**config.mk**
```make
export PLATFORM = sky130hd
export DESIGN_NAME = video_line_packer
export DESIGN_NICKNAME = d
export VERILOG_FILES = /design/src/rtl/vlp_pkg.sv /design/src/rtl/vlp_word_gen.sv /design/src/rtl/vlp_line_seq.sv /design/src/rtl/vlp_nibble_tx.sv /design/src/rtl/video_line_packer.sv
export SDC_FILE = /design/constraint.sdc
export NUM_CORES = 1
export LEC_CHECK = 0
export BUFFER_PORTS_ARGS = -buffer_cell sky130_fd_sc_hd__buf_2
export CAP_MARGIN = 20
export CORE_MARGIN = 2
export CORE_UTILIZATION = 50
export CTS_CLUSTER_DIAMETER = 40
export DETAILED_ROUTE_END_ITERATION = 10
export PLACE_DENSITY = 0.86
export REMOVE_ABC_BUFFERS = 1
export SYNTH_ARGS = -nofsm -noshare
export SYNTH_HDL_FRONTEND = slang
export SYNTH_SLANG_ARGS = --single-unit
export TNS_END_PERCENT = 1
```
**constraint.sdc**
```tcl
create_clock -name clk_i -period 5.02 [get_ports clk_i]
set_input_delay 0.251 -clock clk_i [delete_from_list [all_inputs] [get_ports clk_i]]
set_output_delay 0.251 -clock clk_i [all_outputs]
set_load 0.02 [all_outputs]
```
**src/rtl/vlp_pkg.sv**
```systemverilog
package vlp_pkg;
  localparam logic [7:0] ESC_HI = 8'hFF;
  localparam logic [7:0] ESC_LO = 8'h00;
  localparam logic [7:0] EOL    = 8'hC0;
  localparam logic [7:0] FILL   = 8'h07;
  localparam logic [7:0] MARK   = 8'h3C;

  localparam logic [2:0] LT_STATUS = 3'd0;
  localparam logic [2:0] LT_ACTIVE = 3'd1;
  localparam logic [2:0] LT_BLACK  = 3'd2;
  localparam logic [2:0] LT_DARK   = 3'd3;
  localparam logic [2:0] LT_BLANK  = 3'd4;
  localparam logic [2:0] LT_EOF    = 3'd5;

  function automatic logic [7:0] line_code(logic [2:0] lt);
    case (lt)
      LT_STATUS: return 8'h81;
      LT_ACTIVE: return 8'h82;
      LT_BLACK:  return 8'h84;
      LT_DARK:   return 8'h88;
      LT_EOF:    return 8'hA0;
      default:   return 8'h90;
    endcase
  endfunction

  // keeps any data byte from forming an escape
  function automatic logic [7:0] clamp8(logic [7:0] b);
    return (b == 8'hFF) ? 8'hFE : b;
  endfunction

  // byte to bus-form word {msn,lsn}
  function automatic logic [9:0] byte_bus(logic [7:0] b, logic wide);
    return wide ? {b, 2'b00} : {1'b0, b[7:4], 1'b0, b[3:0]};
  endfunction
endpackage

```
**src/rtl/vlp_word_gen.sv**
```systemverilog
module vlp_word_gen
  import vlp_pkg::*;
#(
  parameter int AW     = 40,
  parameter int NREG   = 16,
  parameter int LNUM_W = 12,
  parameter int IW     = 9
) (
  input  logic [IW-1:0]     idx_i,
  input  logic [2:0]        lt_i,
  input  logic [LNUM_W-1:0] num_i,
  input  logic [7:0]        trl_i,
  input  logic              wide_i,
  input  logic [NREG*8-1:0] regs_i,
  input  logic [9:0]        pix_i,
  output logic [9:0]        word_o,
  output logic              pix_o,
  output logic              fst_o
);
  localparam int HALF = LNUM_W / 2;
  localparam int PB   = 5;            // payload base
  localparam int EB   = PB + AW;      // footer base
  localparam int RB   = 2;            // first register slot
  localparam int RE   = RB + 2 * NREG;

  int k, s, j;
  logic [7:0] b, hi_b, lo_b;
  logic [9:0] pix_bus;
  logic is_vid;

  always_comb begin
    hi_b = '0;
    lo_b = '0;
    hi_b[LNUM_W-HALF-1:0] = num_i[LNUM_W-1:HALF];
    lo_b[HALF-1:0]        = num_i[HALF-1:0];
    k = int'(idx_i);
    s = k - PB;
    j = s - RB;
    is_vid = (lt_i == LT_ACTIVE) || (lt_i == LT_BLACK) || (lt_i == LT_DARK);
    b     = FILL;
    pix_o = 1'b0;
    if (k == 0)      b = ESC_HI;
    else if (k == 1) b = ESC_LO;
    else if (k == 2) b = line_code(lt_i);
    else if (k == 3) b = hi_b;
    else if (k == 4) b = lo_b;
    else if (k < EB) begin
      if (is_vid) pix_o = 1'b1;
      else if (lt_i == LT_STATUS && s >= RB && s < RE)
        b = j[0] ? MARK : clamp8(regs_i[(j/2)*8 +: 8]);
    end
    else if (k == EB)     b = ESC_HI;
    else if (k == EB + 1) b = ESC_LO;
    else if (k == EB + 2) b = EOL;
    else if (k == EB + 3) b = clamp8(trl_i);

    if (wide_i) pix_bus = (pix_i[9:2] == 8'hFF) ? 10'h3FB : pix_i;
    else        pix_bus = byte_bus(clamp8(pix_i[9:2]), 1'b0);

    fst_o  = (lt_i == LT_STATUS) && (k < AW + 8);
    word_o = pix_o ? pix_bus : byte_bus(b, wide_i);
  end
endmodule

```
**src/rtl/vlp_line_seq.sv**
```systemverilog
module vlp_line_seq #(
  parameter int AW     = 40,
  parameter int LNUM_W = 12,
  parameter int PAD_W  = 8,
  parameter int IW     = 9
) (
  input  logic              clk_i,
  input  logic              rst_ni,
  input  logic              tick_i,
  input  logic              start_i,
  input  logic [2:0]        lt_i,
  input  logic [LNUM_W-1:0] num_i,
  input  logic [7:0]        trl_i,
  input  logic [PAD_W-1:0]  pad_i,
  input  logic              wide_i,
  output logic              busy_o,
  output logic              ready_o,
  output logic              emit_o,
  output logic [IW-1:0]     sel_o,
  output logic [2:0]        lt_o,
  output logic [LNUM_W-1:0] num_o,
  output logic [7:0]        trl_o,
  output logic              wide_o
);
  logic busy_q, pend_q;
  logic [IW-1:0] idx_q, total;
  logic [PAD_W-1:0] pad_q;
  logic last;

  assign total   = IW'(AW + 9) + IW'(pad_q);
  assign last    = busy_q && (idx_q == total);
  assign emit_o  = (busy_q && !last) || (!busy_q && pend_q);
  assign sel_o   = busy_q ? idx_q : '0;
  assign ready_o = !busy_q && !pend_q;
  assign busy_o  = busy_q;

  always_ff @(posedge clk_i or negedge rst_ni) begin
    if (!rst_ni) begin
      busy_q <= 1'b0;
      pend_q <= 1'b0;
      idx_q  <= '0;
      pad_q  <= '0;
      lt_o   <= '0;
      num_o  <= '0;
      trl_o  <= '0;
      wide_o <= 1'b1;
    end else begin
      if (start_i && ready_o) begin
        pend_q <= 1'b1;
        lt_o   <= lt_i;
        num_o  <= num_i;
        trl_o  <= trl_i;
        pad_q  <= pad_i;
        wide_o <= wide_i;
      end
      if (tick_i) begin
        if (busy_q) begin
          if (last) busy_q <= 1'b0;
          else      idx_q  <= idx_q + IW'(1);
        end else if (pend_q) begin
          busy_q <= 1'b1;
          pend_q <= 1'b0;
          idx_q  <= IW'(1);
        end
      end
    end
  end
endmodule

```
**src/rtl/vlp_nibble_tx.sv**
```systemverilog
module vlp_nibble_tx
  import vlp_pkg::*;
(
  input  logic       clk_i,
  input  logic       rst_ni,
  input  logic       emit_i,
  input  logic [9:0] word_i,
  input  logic       fst_i,
  input  logic       wide_i,
  input  logic       fast_i,
  input  logic       hiz_i,
  output logic       tick_o,
  output logic       out_en_o,
  output logic [4:0] d_o,
  output logic       qck_o,
  output logic       fst_o
);
  logic [1:0] ph_q;
  logic [9:0] word_q;
  logic       fst_q;
  logic [4:0] d;
  logic       q;

  assign tick_o = (ph_q == 2'd3);

  always_ff @(posedge clk_i or negedge rst_ni) begin
    if (!rst_ni) begin
      ph_q   <= '0;
      word_q <= byte_bus(FILL, 1'b1);
      fst_q  <= 1'b0;
    end else begin
      ph_q <= ph_q + 2'd1;
      if (tick_o) begin
        word_q <= emit_i ? word_i : byte_bus(FILL, wide_i);
        fst_q  <= emit_i && fst_i;
      end
    end
  end

  assign d = ph_q[1] ? word_q[4:0] : word_q[9:5];
  // fast: high in first half of each nibble; slow: high across the nibble seam
  assign q = fast_i ? ~ph_q[0] : (ph_q[0] ^ ph_q[1]);

  assign out_en_o = !hiz_i;
  assign d_o      = hiz_i ? 5'd0 : d;
  assign qck_o    = !hiz_i && q;
  assign fst_o    = !hiz_i && fst_q;
endmodule

```
**src/rtl/video_line_packer.sv**
```systemverilog
module video_line_packer
  import vlp_pkg::*;
#(
  parameter int AW     = 40,
  parameter int NREG   = 16,
  parameter int LNUM_W = 12,
  parameter int PAD_W  = 8
) (
  input  logic              clk_i,
  input  logic              rst_ni,
  input  logic              line_start_i,
  input  logic [2:0]        line_type_i,
  input  logic [LNUM_W-1:0] line_num_i,
  input  logic [7:0]        trailer_i,
  input  logic [PAD_W-1:0]  pad_len_i,
  input  logic              wide_i,
  input  logic [NREG*8-1:0] regs_i,
  input  logic [9:0]        pix_i,
  output logic              pix_req_o,
  output logic              ready_o,
  input  logic              fast_qck_i,
  input  logic              hiz_i,
  output logic              out_en_o,
  output logic [4:0]        d_o,
  output logic              qck_o,
  output logic              fst_o
);
  localparam int IW = $clog2(AW + 9 + (1 << PAD_W));

  logic              tick, emit, busy, wide_q, pix_w, fst_w;
  logic [IW-1:0]     sel;
  logic [2:0]        lt_q;
  logic [LNUM_W-1:0] num_q;
  logic [7:0]        trl_q;
  logic [9:0]        word_w;

  vlp_line_seq #(.AW(AW), .LNUM_W(LNUM_W), .PAD_W(PAD_W), .IW(IW)) u_seq (
    .clk_i, .rst_ni, .tick_i(tick), .start_i(line_start_i), .lt_i(line_type_i),
    .num_i(line_num_i), .trl_i(trailer_i), .pad_i(pad_len_i), .wide_i(wide_i),
    .busy_o(busy), .ready_o(ready_o), .emit_o(emit), .sel_o(sel), .lt_o(lt_q),
    .num_o(num_q), .trl_o(trl_q), .wide_o(wide_q)
  );

  vlp_word_gen #(.AW(AW), .NREG(NREG), .LNUM_W(LNUM_W), .IW(IW)) u_gen (
    .idx_i(sel), .lt_i(lt_q), .num_i(num_q), .trl_i(trl_q), .wide_i(wide_q),
    .regs_i(regs_i), .pix_i(pix_i), .word_o(word_w), .pix_o(pix_w), .fst_o(fst_w)
  );

  vlp_nibble_tx u_tx (
    .clk_i, .rst_ni, .emit_i(emit), .word_i(word_w), .fst_i(fst_w),
    .wide_i(wide_i), .fast_i(fast_qck_i), .hiz_i(hiz_i), .tick_o(tick),
    .out_en_o(out_en_o), .d_o(d_o), .qck_o(qck_o), .fst_o(fst_o)
  );

  assign pix_req_o = tick && emit && pix_w;
endmodule

```
After elaboration in Yosys (flattened, before gate mapping)

Cells that the tools add are included.

Output and inout port bits: 10
Input port bits: 175
Flip-flop bits (word level): 56
Logic and storage cells: 111

Shift-type cells: 1
Reductions and logical operators: 24
Add/sub/neg operators: 6
Bitwise operators: 3
Order comparisons: 4
Mux-type cells: 44
Equal/unequal tests: 18

Operator list:

| kind                                                                | number |
|---|---|
| 2-to-1 mux 8 bit                                                    | 16 |
| indexed part select 128 x 32 -> 8 bit                               | 1 |
| 2-to-1 mux 10 bit                                                   | 5 |
| == test 9 x 7 -> 1 bit (second input constant)                      | 4 |
| 2-to-1 mux 9 bit                                                    | 4 |
| case mux 6 bit (5 select lines)                                     | 1 |
| adder 29 x 1 -> 29 bit                                              | 1 |
| == test 8 bit (second input constant)                               | 3 |
| == test 9 x 3 -> 1 bit (second input constant)                      | 2 |
| < comparator 9 x 6 -> 1 bit (second input constant)                 | 2 |
| 2-to-1 mux 1 bit                                                    | 15 |
| 2-to-1 mux 5 bit                                                    | 3 |
| logical AND 1 bit                                                   | 13 |
| subtractor 10 x 3 -> 11 bit (second input constant)                 | 1 |
| greater-or-equal comparator 10 x 3 -> 1 bit (second input constant) | 1 |
| < comparator 10 x 7 -> 1 bit (second input constant)                | 1 |
| subtractor 9 x 3 -> 10 bit (second input constant)                  | 1 |
| adder 6 x 8 -> 9 bit (first input constant)                         | 1 |
| adder 9 x 1 -> 9 bit (second input constant)                        | 1 |
| == test 9 x 2 -> 1 bit (second input constant)                      | 1 |
| == test 9 x 4 -> 1 bit (second input constant)                      | 1 |
| == test 9 bit                                                       | 1 |
| zero test 9 bit                                                     | 1 |
| == test 3 x 2 -> 1 bit (second input constant)                      | 2 |
| other kinds (13)                                                    | 18 |

Longest topological paths before layout

Gate-level depths: netlist of run 1.

Word-level depth: 20
Mapped depth: 26
Depth with buffers taken out: 21

Modules after synthesis

A second synthesis of run 1 with hierarchy kept.

Cell total of the unflattened synthesis: 600
Area total of the unflattened synthesis: 5,629.1 um2

Modules (own cells, without submodules):

| module            | times used | area each (um2) | sequential area each (um2) | cells each |
|---|---|---|---|---|
| vlp_word_gen      | 1          | 2,920.3         | 0.0                        | 352 |
| vlp_line_seq      | 1          | 2,065.7         | 1,077.3                    | 178 |
| vlp_nibble_tx     | 1          | 636.9           | 329.1                      | 69 |
| video_line_packer | 1          | 6.3             | 0.0                        | 1 |

Worst setup path after synthesis of run 1

Ideal clock, no wire load.

Kind: register to register
Start point: reg u_seq.busy_q, in the netlist u_seq.busy_o
End point: reg u_tx.word_q[0]
Required time: 4,916 ps
Library setup time: 104 ps
Stages on the path, launching flop included: 27
Path slack: 561 ps
Path buffers: 5
Period minus slack after synthesis: 4,459 ps
Data arrival time: 4,355 ps
Cells stage by stage: dfrtp_1 -> clkbuf_8 -> buf_2 -> nand2_1 -> ha_1 -> buf_4 -> and2b_4 -> o31a_1 -> and4_1 -> nand2_1 -> o21a_1 -> nor2_1 -> ha_1 -> ha_1 -> clkbuf_1 -> clkbuf_1 -> mux2i_1 -> nand2_1 -> o21ai_0 -> a21oi_1 -> o221a_2 -> mux2i_1 -> nor3_1 -> o2111ai_1 -> nand3_1 -> and3_1 -> o41ai_2

Longest elaborated chain between the ends: 20
Elaborated cells between the ends (all ways): 50
Those cells by class: add/sub: 3; order compare: 3; eq/ne: 9; shift: 1; mux: 24; bitwise: 1; reduce/logical: 9

RTL lines:

| element                               | line                | text |
|---|---|---|
| start, declared                       | vlp_line_seq.sv:25  | `logic busy_q, pend_q;` |
| start signal, assigned                | vlp_line_seq.sv:39  | `busy_q <= 1'b0;` |
| start signal, assigned                | vlp_line_seq.sv:58  | `if (last) busy_q <= 1'b0;` |
| start signal, assigned                | vlp_line_seq.sv:61  | `busy_q <= 1'b1;` |
| 2-to-1 mux 9 bit                      | vlp_line_seq.sv:33  | `assign sel_o = busy_q ? idx_q : '0;` |
| subtractor 9 x 3 -> 10 bit            | vlp_word_gen.sv:37  | `s = k - PB;` |
| subtractor 10 x 3 -> 11 bit           | vlp_word_gen.sv:38  | `j = s - RB;` |
| AND 1 bit (no line)                   | n/a                 |  |
| adder 29 x 1 -> 29 bit (no line)      | n/a                 |  |
| indexed part select 128 x 32 -> 8 bit | vlp_word_gen.sv:50  | `b = j[0] ? MARK : clamp8(regs_i[(j/2)*8 +: 8]);` |
| == test 8 bit                         | vlp_pkg.sv:28       | `return (b == 8'hFF) ? 8'hFE : b;` |
| 2-to-1 mux 8 bit                      | vlp_pkg.sv:28       |  |
| (+4 left out)                         | n/a                 |  |
| 2-to-1 mux 8 bit                      | vlp_word_gen.sv:46  | `else if (k == 4) b = lo_b;` |
| 2-to-1 mux 8 bit                      | vlp_word_gen.sv:45  | `else if (k == 3) b = hi_b;` |
| 2-to-1 mux 8 bit                      | vlp_word_gen.sv:44  | `else if (k == 2) b = line_code(lt_i);` |
| 2-to-1 mux 8 bit                      | vlp_word_gen.sv:43  | `else if (k == 1) b = ESC_LO;` |
| 2-to-1 mux 8 bit                      | vlp_word_gen.sv:42  | `if (k == 0) b = ESC_HI;` |
| 2-to-1 mux 10 bit                     | vlp_pkg.sv:33       | `return wide ? {b, 2'b00} : {1'b0, b[7:4], 1'b0, b[3:0]};` |
| 2-to-1 mux 10 bit                     | vlp_word_gen.sv:61  | `word_o = pix_o ? pix_bus : byte_bus(b, wide_i);` |
| 2-to-1 mux 10 bit (*)                 | vlp_nibble_tx.sv:34 | `word_q <= emit_i ? word_i : byte_bus(FILL, wide_i);` |
| end signal, assigned                  | vlp_nibble_tx.sv:29 | `word_q <= byte_bus(FILL, 1'b1);` |
| end signal, assigned                  | vlp_nibble_tx.sv:34 |  |
| end, declared                         | vlp_nibble_tx.sv:19 | `logic [9:0] word_q;` |

Mark *: on every way between the ends. The rest lies on a longest branch, timed or not.
A chain may end at the register's enable or synchronous reset.

Worst setup path after layout of run 1

Same ends and word-level chain as after synthesis.

==> flow_summary.toml, run 1 <==
[status]
outcome = "finished, final reports clean"

[power_and_ir_drop]
cellLeakagePower_nw = 3.03
peakVddDrop_uv = 694
total_power_mw = 5.62
p_per_area_mw_per_mm2 = 824

[setup_path]
worstSetupEndpointType = "flop"
endpoint = "u_tx.word_q[0]$_DFFE_PN0N_"
r2r_start = "u_seq.busy_o$_DFFE_PN0N_"
critPathLaunch = "u_seq.busy_o$_DFFE_PN0N_"
cp-start-kind = "flop"
arrival_ps = 4810
worstPathMaxFanout = 21
rr_endpoint = "u_tx.word_q[0]$_DFFE_PN0N_"
slowest_delay_ps = 430
r2r_cells = 20
slowest_stage = "dfrtp_1"
critPathKind = "flop to flop"
required_ps = 5220
cp_cell_sequence = "nand2_1 -> ha_1 -> a21boi_0 -> o21a_1 -> and4_1 -> nand2_1 -> o21a_1 -> nor2_1 -> ha_2 -> ha_2 -> xnor2_1 -> xnor2_4 -> buf_12 -> mux2i_1 -> a211oi_1 -> nor3_1 -> o41ai_2 -> nand3_1 -> and3_1 -> o41ai_2"
rrSetupSlack_ps = 410

[hold_path]
hp-class = "input pin to async pin"

[synthesis]
syn_area_sq_mm = 0.00570
synth_cells = 623
synthDistinctLibCells = 90
yosysWarnings = 0
yosys.area.top_type_share = 0.228
synth_seq_cells = 56
synth_area_leaders = "dfrtp_1 (23%), mux4_2 (8.7%), mux2_2 (7.7%)"
ys_seq_area_frac = 0.247
ys.flop_type = "dfrtp_1"
netlist.top_cell.by_area = "dfrtp_1"
async_reset_ff_frac = 1.00
synth.avg_cell_area_sq_um = 9.15
synth_enable_flop_cells = 0

[clock_tree]
cts_max_level = 2
cts_buffer_depth = 2
path_clk_slew_ps = 70
clockRootBuffer = "clkbuf_16"
cts_inserted_buffers = 5
cts_sinks = 56
cts_tree = "done"
clk_latency_ps = 290

[cells_and_area]
syn_to_final_growth_pct = 19.6
final_util = 0.605
drive_gt1_frac = 0.396
final_cell_mix = "buf_2 (184), nand2_1 (54), nor2_1 (53)"
nets = 971
finalNonFillerCells = 932
layout_commonest_cell = "buf_2"

[placement]
gp_congestion = 0.948
portBuffers = 184
placedCellCount = 922
place_hpwl_um = 13300

[timing]
rsz0062_at_grt = "no"
setup_tns_ps = 0
finalSetupViolCount = 0
finalCriticalPeriod_ps = 4610
max_freq_mhz = 217
tightest_slew_ps = 783
fin_worst_skew_ps = 9.63
fin_crit_sh = 0.918
slew_headroom = 0.475
timing.final.hold_violations = 0
drv_slew = 0

[route]
drtAntennaViolNets = 0
wl_um = 16600
via_count = 5714
drtPass1Iterations = 7
vias_per_cell = 6.13
drt_iter0_drc = 403
wl_per_cell_um = 17.8
drc = 0

[global_routing]
grt_remaining_overflow = 0
gr-usage-all-layers = 0.272
grt_max_degree = 57
grt_pass1_vias = 5683
grt_first_pass_wirelength_um = 27700
antenna_found_initial = 1

[flow_run]
drv_cap = 0

[floorplanning]
start_util = 0.506
dieWidth_um = 111
die_area_sq_mm = 0.0123
core_area_sq_mm = 0.0113
die_h_um = 111
io_pins = 185
rows = 39
## kinds of logic (layout without fill, tap and decap cells)
group	Yosys count	after routing	synth area share
multiplexers	96	96	0.231
adder cells (fa/ha/maj)	9	9	0.0197
flip-flops	56	56	0.247
AO/OA/AOI/OAI	152	152	0.189
XOR/XNOR	24	24	0.0408
AND/OR/NAND/NOR	222	222	0.199
buffers and inverters	64	229	0.0733
other	0	1	0
## routing by layer
| layer | track usage | vias up | wire length, um |
|---|---|---|---|
| li1 | - | 2666 | - |
| met1 | 0.338 | 2701 | 6640 |
| met2 | 0.474 | 293 | 8110 |
| met3 | 0.0448 | 54 | 1210 |
| met4 | 0.105 | 0 | 614 |
| met5 | 0 | - | 0 |
## flip-flops by register name, indices dropped and copies added (netlist names)
register / cells
u_seq.num_o: 12
u_seq.lt_o: 3
u_seq.pad_q: 8
u_seq.pend_q: 1
u_tx.ph_q: 2
u_tx.word_q: 10
u_seq.trl_o: 8
u_seq.busy_o: 1
u_tx.fst_q: 1
u_seq.wide_o: 1
u_seq.idx_q: 9
## where the power goes
part / internal, mW / switching (mW) / total, mW
Sequential: 0.654 / 0.215 / 0.869
Clock: 0.213 / 0.155 / 0.368
Combinational: 2.15 / 2.24 / 4.39
## final cells by class
type	count	area, sq um
sequential	56	1410
multi-input combinational	503	3910
timing repair buffer	203	1100
antenna	1	2.50
tap	143	179
clock buffer	8	156
inverter	18	67.6
fill	987	4450
## metrics by stage
step / worst slack [ps] / instance area, sq um / hold slack (ps)
6_report: 414 / 6820 / 77.9
5_1_grt: 80.5 / 6820 / 153
4_1_cts: 306 / 6790 / 124
3_5_place_dp: 307 / 6640 / 434
3_3_place_gp: 442 / 6640 / 421
2_1_floorplan: -1040 / 5350 / -44.6
## critical path: cells and delay by family (launching register included)
kind | cells | cell delay [ps]
AND/OR/NAND/NOR | 7 | 1060
adder cells (fa/ha/maj) | 3 | 630
AO/OA/AOI/OAI | 6 | 1490
multiplexers | 1 | 90
flip-flops | 1 | 430
buffers and inverters | 1 | 240
XOR/XNOR | 2 | 570
## synthesized netlist by cell type, types with 5 or more instances
cell       n
nand2_1   54
nor2_1    53
dfrtp_1   52
mux2_2    39
o21ai_0   34
mux2i_1   32
a21oi_1   23
mux4_2    22
nor3_1    20
nand3_1   18
clkbuf_1  17
inv_1     15
xnor2_1   14
a31oi_1   13
nand4_1   13
a211oi_1  10
nor2b_1   10
clkbuf_8   9
ha_1       9
and2_1     8
nor4_1     8
buf_6      7
xor2_1     7
buf_2      6
o21a_1     6
or3_1      6
and3_1     5
o21ai_1    5
## worst min-delay path by stage
stage | from | to | slack (ps)
after detailed placement | rst_ni | u_seq.idx_q[4]$_DFFE_PN0P_ | 430
after CTS | rst_ni | u_seq.idx_q[4]$_DFFE_PN0P_ | 120
final | rst_ni | u_seq.idx_q[4]$_DFFE_PN0P_ | 80
after global routing | rst_ni | u_seq.pad_q[6]$_DFFE_PN0P_ | 150
after global placement | rst_ni | u_seq.idx_q[6]$_DFFE_PN0P_ | 420
after floorplan | rst_ni | u_seq.busy_o$_DFFE_PN0N_ | -40
## what timing repair did
item                                   CTS  global route
setup endpoints to repair                0             5
setup buffers                            0             0
hold buffers                             0             0
gates resized for setup                  0             4
endpoints found under the hold margin    0             0
Note: power is estimated with default switching activity, not from simulation.
==> run 2, diff against run 1 <==
--- a/config.mk
+++ b/config.mk
@@ -8,10 +8,10 @@
 export BUFFER_PORTS_ARGS = -buffer_cell sky130_fd_sc_hd__buf_2
 export CAP_MARGIN = 20
 export CORE_MARGIN = 2
-export CORE_UTILIZATION = 50
+export CORE_UTILIZATION = 38
 export CTS_CLUSTER_DIAMETER = 40
 export DETAILED_ROUTE_END_ITERATION = 10
-export PLACE_DENSITY = 0.86
+export PLACE_DENSITY = 0.7
 export REMOVE_ABC_BUFFERS = 1
 export SYNTH_ARGS = -nofsm -noshare
 export SYNTH_HDL_FRONTEND = slang
==> flow_summary.toml, run 2 (synthesis gave the netlist of run 1 again) <==
[floorplanning]
rows = 44
core_area_sq_mm = 0.0146
start_util = 0.391
dieWidth_um = 127
die_area_sq_mm = 0.0160
io_pins = 185
die_h_um = 127

[setup_path]
cp-start-kind = "flop"
required_ps = 5220
cp_cell_sequence = "or3_1 -> nor2_2 -> nor3_2 -> o2111ai_1 -> o21a_1 -> nor2_1 -> ha_2 -> ha_2 -> buf_4 -> mux2i_1 -> nand2_1 -> o21ai_0 -> a21oi_1 -> o221a_2 -> mux2i_1 -> nor3_1 -> o2111ai_1 -> nand3_1 -> and3_1 -> o41ai_2"
slowest_delay_ps = 530
slowest_stage = "ha_2"
worstPathMaxFanout = 19
critPathKind = "flop to flop"
arrival_ps = 4730
worstSetupEndpointType = "flop"

[power_and_ir_drop]
cellLeakagePower_nw = 3.02
peakVddDrop_uv = 657
p_per_area_mw_per_mm2 = 809

[timing]
hold_slack_ps = 81.5
setup_ws_ps = 491
rsz0062_at_grt = "no"
setup_tns_ps = 0
tightest_slew_ps = 1020
fin_worst_skew_ps = 6.03
max_freq_mhz = 221
timing.final.hold_violations = 0
slew_headroom = 0.311
finalCriticalPeriod_ps = 4530
drv_slew = 0
fin_crit_sh = 0.902
finalSetupViolCount = 0

[clock_tree]
cts_buffer_depth = 2
cts_tree = "done"
clockRootBuffer = "clkbuf_16"
cts_max_level = 2
ctsResizeCount = 0
cts_sinks = 56
cts_inserted_buffers = 5
path_clk_slew_ps = 70
cts_hold_buf = 0
postCtsSetupBuffers = 0
clk_latency_ps = 300

[cells_and_area]
reg_top3 = "u_seq.num_o (12), u_tx.word_q (10), u_seq.idx_q (9)"
layout_commonest_cell = "buf_2"
antennaDiodeCount = 0
nFillCells = 1449
drive_gt1_frac = 0.396
largest_reg_flops = 12
nets = 971
syn_to_final_growth_pct = 20.0
top_register = "u_seq.num_o"
stdcell_area_sq_mm = 0.00684
finalNonFillerCells = 972
final_cell_mix = "buf_2 (184), nand2_1 (54), nor2_1 (53)"

[status]
outcome = "finished, final reports clean"

[placement]
pre_cts_ws_ps = 303
place_hpwl_um = 14000
portBuffers = 184
gp_congestion = 0.944
post_dp_cell_area_sq_mm = 0.00667
placedCellCount = 964

[route]
via_count = 5545
wl_per_cell_um = 17.9
wl_um = 17400
drtPass1Iterations = 5
drc = 0
drt_iter0_drc = 219
drtAntennaViolNets = 0
vias_per_cell = 5.70

[global_routing]
grt_first_pass_wirelength_um = 27700
antenna_found_initial = 0
grt_remaining_overflow = 0
gr-usage-all-layers = 0.213
grt_max_degree = 57
grt_pass1_vias = 5416

[flow_run]
drv_cap = 0

[hold_path]
hp-class = "input pin to async pin"
## run 2: where the power goes
| group | switching [mW] | internal, mW |
|---|---|---|
| clock | 0.163 | 0.235 |
| combinational | 2.24 | 2.04 |
| sequential | 0.206 | 0.654 |
| total | 2.61 | 2.92 |
## run 2: per-stage QoR
step                      power (mW)   util
after global placement          5.11  0.457
after CTS                       5.56  0.469
final                           5.53  0.469
after detailed placement        5.13  0.457
after global routing            6.03  0.469
after floorplan                 4.08      -
## run 2: worst paths after layout
kind,from,cells past startpoint,slack [ps],end
max in group asynchronous,rst_ni,2,4450,u_tx.word_q[1]$_DFFE_PN0N_
worst max-delay path,u_seq.idx_q[3]$_DFFE_PN0P_,20,490,u_tx.word_q[0]$_DFFE_PN0N_
worst min register to register,u_tx.ph_q[0]$_DFF_PN0_,1,440,u_tx.ph_q[0]$_DFF_PN0_
worst min-delay path,rst_ni,2,80,u_seq.idx_q[7]$_DFFE_PN0P_
min in group clk_i,pad_len_i[4],2,180,u_seq.pad_q[4]$_DFFE_PN0P_
worst max register to register,u_seq.idx_q[3]$_DFFE_PN0P_,20,490,u_tx.word_q[0]$_DFFE_PN0N_
## run 2: metal layers
metal / vias up / share of wire / GRT usage
li1: 2663 / - / -
met1: 2609 / 0.43 / 0.275
met2: 243 / 0.48 / 0.358
met3: 30 / 0.065 / 0.0401
met4: 0 / 0.026 / 0.0692
met5: - / 0 / 0
## run 2: critical path: cells and delay by family, from the launching register on
family | cells | cell delay, ps
simple gates | 8 | 1350
compound gates | 7 | 1280
fa+ha+maj | 2 | 730
flops | 1 | 380
mux | 2 | 370
buf+inv | 1 | 300
## run 2: cell type report
cell class	count	area (sq um)	share of cell area
Inverter	18	67.6	0.00988
Clock inverter	3	42.5	0.00622
Timing Repair Buffer	203	1080	0.157
Clock buffer	5	125	0.0183
Tap cell	184	230	0.0337
Sequential cell	56	1410	0.206
Multi-Input combinational cell	503	3890	0.569
